==> src/rtl/cascade_timer.sv <==
module cascade_timer #(
  parameter int DW = 8,
  parameter int PW = 12
) (
  input  logic          clk,
  input  logic          rst_n,
  input  logic          ext_evt,
  input  logic          reg_we,
  input  logic [2:0]    reg_addr,
  input  logic [DW-1:0] reg_wdata,
  output logic [DW-1:0] reg_rdata,
  input  logic          ack_lo,
  input  logic          ack_hi,
  output logic          irq_lo,
  output logic          irq_hi,
  output logic          pin_lo,
  output logic          pin_hi
);

  logic          run_lo, oe_lo, run_hi, oe_hi, wide;
  logic [2:0]    src_lo;
  logic [1:0]    src_hi;
  logic [DW-1:0] cmp_lo, cmp_hi, cnt_lo, cnt_hi;
  logic          flag_lo, flag_hi, ff_lo, ff_hi;
  logic [PW-1:0] pre;
  logic [2:0]    ev_q;

  logic wr_cl, wr_ch, wr_fl, zero_lo, zero_hi, mode16, ev_rise;
  logic src_tick_lo, src_tick_hi, tick_lo, tick_hi;
  logic hit16, hit_lo8, match_lo, match_hi;

  assign wr_cl   = reg_we && reg_addr == 3'd0;
  assign wr_ch   = reg_we && reg_addr == 3'd1;
  assign wr_fl   = reg_we && reg_addr == 3'd6;
  assign zero_lo = wr_cl && reg_wdata[1];
  assign zero_hi = wr_ch && reg_wdata[1];
  assign mode16  = wide && src_hi == 2'b11;
  assign ev_rise = ev_q[1] && !ev_q[2];

  always_ff @(posedge clk or negedge rst_n)
    if (!rst_n) begin
      pre  <= '0;
      ev_q <= '0;
    end else begin
      pre  <= pre + 1'b1;
      ev_q <= {ev_q[1:0], ext_evt};
    end

  always_comb begin
    case (src_lo)
      3'd0:    src_tick_lo = pre[0];
      3'd1:    src_tick_lo = &pre[1:0];
      3'd2:    src_tick_lo = &pre[3:0];
      3'd3:    src_tick_lo = &pre[5:0];
      3'd4:    src_tick_lo = &pre[7:0];
      3'd5:    src_tick_lo = &pre[9:0];
      3'd6:    src_tick_lo = &pre[11:0];
      default: src_tick_lo = ev_rise;
    endcase
  end

  assign tick_lo  = run_lo && src_tick_lo;
  assign hit16    = mode16 && tick_lo && {cnt_hi, cnt_lo} == {cmp_hi, cmp_lo};
  assign hit_lo8  = !mode16 && tick_lo && cnt_lo == cmp_lo;
  assign match_lo = hit16 || hit_lo8;

  always_comb begin
    case (src_hi)
      2'd0:    src_tick_hi = pre[0];
      2'd1:    src_tick_hi = &pre[3:0];
      2'd2:    src_tick_hi = &pre[7:0];
      default: src_tick_hi = hit_lo8;
    endcase
  end

  assign tick_hi  = !mode16 && run_hi && src_tick_hi;
  assign match_hi = tick_hi && cnt_hi == cmp_hi;

  always_ff @(posedge clk or negedge rst_n)
    if (!rst_n) begin
      run_lo <= 1'b0; oe_lo <= 1'b0; src_lo <= '0;
      run_hi <= 1'b0; oe_hi <= 1'b0; src_hi <= '0; wide <= 1'b0;
      cmp_lo <= '0; cmp_hi <= '0;
    end else if (reg_we) begin
      case (reg_addr)
        3'd0: begin
          run_lo <= reg_wdata[0];
          src_lo <= reg_wdata[4:2];
          oe_lo  <= reg_wdata[5];
        end
        3'd1: begin
          run_hi <= reg_wdata[0];
          src_hi <= reg_wdata[3:2];
          oe_hi  <= reg_wdata[4];
          wide   <= reg_wdata[5];
        end
        3'd2: cmp_lo <= reg_wdata;
        3'd3: cmp_hi <= reg_wdata;
        default: ;
      endcase
    end

  always_ff @(posedge clk or negedge rst_n)
    if (!rst_n)            cnt_lo <= '0;
    else if (zero_lo)      cnt_lo <= '0;
    else if (tick_lo)      cnt_lo <= match_lo ? '0 : cnt_lo + 1'b1;

  always_ff @(posedge clk or negedge rst_n)
    if (!rst_n)                          cnt_hi <= '0;
    else if (zero_hi || (zero_lo && mode16)) cnt_hi <= '0;
    else if (mode16 && tick_lo) begin
      if (hit16)              cnt_hi <= '0;
      else if (cnt_lo == '1)  cnt_hi <= cnt_hi + 1'b1;
    end else if (tick_hi)     cnt_hi <= match_hi ? '0 : cnt_hi + 1'b1;

  always_ff @(posedge clk or negedge rst_n)
    if (!rst_n) begin
      flag_lo <= 1'b0; flag_hi <= 1'b0;
      ff_lo   <= 1'b0; ff_hi   <= 1'b0;
    end else begin
      flag_lo <= match_lo || (flag_lo && !(ack_lo || (wr_fl && reg_wdata[0])));
      flag_hi <= match_hi || (flag_hi && !(ack_hi || (wr_fl && reg_wdata[1])));
      if (match_lo && oe_lo) ff_lo <= !ff_lo;
      if (match_hi && oe_hi) ff_hi <= !ff_hi;
    end

  always_comb begin
    case (reg_addr)
      3'd0:    reg_rdata = DW'({oe_lo, src_lo, 1'b0, run_lo});
      3'd1:    reg_rdata = DW'({wide, oe_hi, src_hi, 1'b0, run_hi});
      3'd2:    reg_rdata = cmp_lo;
      3'd3:    reg_rdata = cmp_hi;
      3'd4:    reg_rdata = cnt_lo;
      3'd5:    reg_rdata = cnt_hi;
      3'd6:    reg_rdata = DW'({flag_hi, flag_lo});
      default: reg_rdata = '0;
    endcase
  end

  assign irq_lo = flag_lo;
  assign irq_hi = flag_hi;
  assign pin_lo = oe_lo && ff_lo;
  assign pin_hi = oe_hi && ff_hi;

endmodule

==> config.mk <==
export PLATFORM = sky130hd
export DESIGN_NAME = cascade_timer
export DESIGN_NICKNAME = d
export VERILOG_FILES = /design/src/rtl/cascade_timer.sv
export SDC_FILE = /design/constraint.sdc
export NUM_CORES = 1
export LEC_CHECK = 0
export BUFFER_PORTS_ARGS = -buffer_cell sky130_fd_sc_hd__buf_2
export CAP_MARGIN = 30
export CORE_UTILIZATION = 25
export DETAILED_ROUTE_END_ITERATION = 16
export SLEW_MARGIN = 20
export SYNTH_ARGS = -nofsm -noshare
export SYNTH_HDL_FRONTEND = slang
export SYNTH_SLANG_ARGS = --single-unit
==> constraint.sdc <==
create_clock -name clk -period 6.5 [get_ports clk]
set_clock_uncertainty 0.1 [all_clocks]
set_input_delay 1.3 -clock clk [delete_from_list [all_inputs] [get_ports clk]]
set_output_delay 1.3 -clock clk [all_outputs]
set_load 0.005 [all_outputs]
==> impl_metrics.tcl <==
set metrics [dict create \
    status "completed" \
    hold_violations 0 \
    worstSetupEndpointType "primary output" \
    ys_ff_latch 61 \
    power_leakage_nw 1.73 \
    clockRootBuffer "clkbuf_16" \
    cts_setup_buffers 0 \
    drc 0 \
    final_cell_count_no_fill 521 \
    via_per_inst 4.87 \
    path_delay_family "buffers and inverters" \
    cts_max_level 3 \
    cts.path.max_buffers 2 \
    portBuffers 28 \
    synth_cells 312 \
    hold_buffers 0 \
    die_h_microns 119 \
    min_to "ev_q[1]$_DFF_PN0_" \
    antenna_found_initial 0 \
    hold_start "ev_q[0]$_DFF_PN0_" \
    fillCellCount 1350 \
    layout_commonest_cell "dfrtp_1" \
    finalSetupTns_ns 0 \
    worst_slew_pin_slew_ns 0.915 \
    post-route-period-util 0.630 \
    multi_input_area_sq_um 1790 \
    drt_wl_total_microns 8160 \
    path_max_fanout 20 \
    setup_slack_ns 2.41 \
    grtUsageTotal 0.121 \
    clk_pin_slew_worst_paths_ns 0.06 \
    crit_type "in -> out" \
    grt_pass1_vias 2506 \
    num_rows 42 \
    fin_worst_hold_slack_ns 0.247 \
    insertion_delay_ns 0.34 \
    place_inst 505 \
    ir_drop_mv 0.180 \
    avgSynthCellArea_sq_um 11.0 \
    synth_edf_count 0 \
    nets 360 \
    cp_data_required_time_ns 5.10 \
    ff2ff_setup_slack_ns 3.59 \
    cp.buffers_inverters 3 \
    gp_congestion 0.880 \
    diodes 0 \
    drive_gt1_frac 0.287 \
    synth_cell_types 52 \
    cts_tree "built" \
    min_period_ns 4.09 \
    ios 29 \
    regArea_sq_um 1530 \
    r2r_cells 8 \
    rsz0062_at_grt "false" \
    r2r-end "cnt_hi[6]$_DFFE_PN0P_" \
    yosys_most_used_dff "dfrtp_1" \
    worstPathArrival_ns 2.69 \
    layout_common_cells "61 x dfrtp_1, 33 x mux2_2, 28 x buf_2, 25 x nand2_1, 21 x xor2_1" \
    numCtsBuffers 9 \
    start_util 0.258 \
    detailed_place_hpwl_microns 6000 \
    slew_viol_final 0 \
    power_density_nw_per_um2 324 \
    critPathMaxStageDelay_ns 0.36 \
    die_area_sq_um 14200 \
    cpMaxStageDelayCell "buf_2" \
    syn_area_sq_um 3430 \
    synth_nets 332 \
    timing.rr.start "pre[0]$_DFF_PN0_" \
    max-slew-margin-rel 0.389 \
    drv_cap 0 \
    synthArstFlopShare 1.00 \
    overflow 0 \
    wire_per_inst_microns 15.7 \
    yosysSeqAreaShare 0.446 \
    fp.dieW_microns 119 \
    cp_cell_sequence "buf_2, inv_1, nor2_1, a22oi_1, o22ai_1, buf_2" \
    initialDrtViolationCount 180 \
    area_growth_pct 18.0 \
    grt_max_degree 62 \
    post-place-ws_ns 2.37 \
    max_freq_mhz 244 \
    yosys_warnings 0 \
    cts_resized 0 \
    vias 2537 \
    coreArea_sq_um 13300 \
    postRouteAntennaNets 0 \
    path_common_cell "buf_2" \
    firstDrtPassIters 4 \
    crit_path_start_kind "input port" \
    hold_path.class "reg -> reg" \
    numClockSinks 61 \
    hold-path-cell-count 0 \
    grt_pass1_wl_microns 13300 \
    finalSetupViolations 0 \
]
-- sequential cells by signal, indices dropped and copies added, names as in the netlist --
signal  count
run_lo      1
cnt_lo      8
ff_lo       1
src_hi      2
irq_hi      1
cmp_lo      8
cnt_hi      8
oe_hi       1
irq_lo      1
src_lo      3
oe_lo       1
pre        12
cmp_hi      8
run_hi      1
wide        1
ev_q        3
ff_hi       1
-- synthesized netlist by cell type, types with 2 or more instances --
library cell  number  share of area
a211oi_1           2         0.0044
a221oi_1           5          0.013
clkbuf_2           2         0.0029
nor4b_2            2         0.0088
dfrtp_1           61           0.45
mux2i_1            9          0.026
xor2_1            21          0.054
a22oi_1            4         0.0088
nand3_1           17          0.025
nor4_1             4         0.0073
o21ai_0            7          0.010
a21oi_1           13          0.019
o22ai_1            7          0.013
ha_1               3          0.011
o311ai_2           2         0.0095
nand4b_1           2         0.0051
and3_1             7          0.013
and3b_1            2         0.0051
and2_1             2         0.0037
inv_1             13          0.014
xnor2_1            8          0.020
nand2_1           25          0.027
nor2b_1            5         0.0091
mux2_2            33           0.11
clkbuf_1           7         0.0077
nand2b_1           3         0.0055
or2_2              3         0.0055
buf_2              3         0.0044
nor2_1             8         0.0088
nand4_1            7          0.013
mux4_2             2          0.013
o211ai_1           2         0.0044
a22o_1             2         0.0051
-- worst max-delay path by stage --
stage	from	to	slack, ns	cells past startpoint
6_report	reg_addr[0]	reg_rdata[3]	2.41	6
5_1_grt	reg_addr[0]	reg_rdata[3]	2.31	6
4_1_cts	reg_addr[0]	reg_rdata[3]	2.37	6
3_5_place_dp	reg_addr[0]	reg_rdata[3]	2.37	6
3_3_place_gp	reg_addr[0]	reg_rdata[3]	2.43	6
2_1_floorplan	reg_addr[2]	reg_rdata[0]	2.72	3
-- cell type report --
cell class | instances | area share
inverter | 13 | 0.0121
clock buffer | 9 | 0.0557
clock inverter | 7 | 0.0189
multi-input combinational | 225 | 0.443
tap | 176 | 0.0545
timing repair buffer | 30 | 0.0384
sequential | 61 | 0.377
-- where the power goes --
part	internal [mW]	switching, mW	total, mW
sequential	0.447	0.106	0.553
clock	0.297	0.179	0.477
combinational	0.142	0.140	0.282
-- through the flow --
| stage | utilization | total power [mW] | cell area, sq um |
|---|---|---|---|
| final | 0.304 | 1.31 | 4040 |
| after floorplan | - | 0.738 | 3430 |
| after CTS | 0.304 | 1.32 | 4040 |
| after detailed placement | 0.281 | 0.838 | 3740 |
| after global placement | 0.281 | 0.831 | 3740 |
| after global routing | 0.304 | 1.38 | 4040 |
-- routing by layer --
layer / vias up / GRT usage / routed length (microns)
li1: 1202 / - / -
met3: 20 / 0.0335 / 385
met4: 0 / 0.0459 / 155
met5: - / 0 / 0
met1: 1241 / 0.150 / 3730
met2: 74 / 0.200 / 3890
-- kinds of logic (layout without fill, tap and decap cells) --
family                     after synthesis  after routing  synth area share
and+or+nand+nor                         93             93             0.157
DFF                                     61             61             0.446
AOI/OAI and AO/OA                       56             56             0.133
muxes                                   44             44             0.148
xor gates and xnor gates                29             29            0.0741
buffers and inverters                   26             59            0.0314
adders and majority gates                3              3            0.0110
Power figures use the tool's default switching activity.
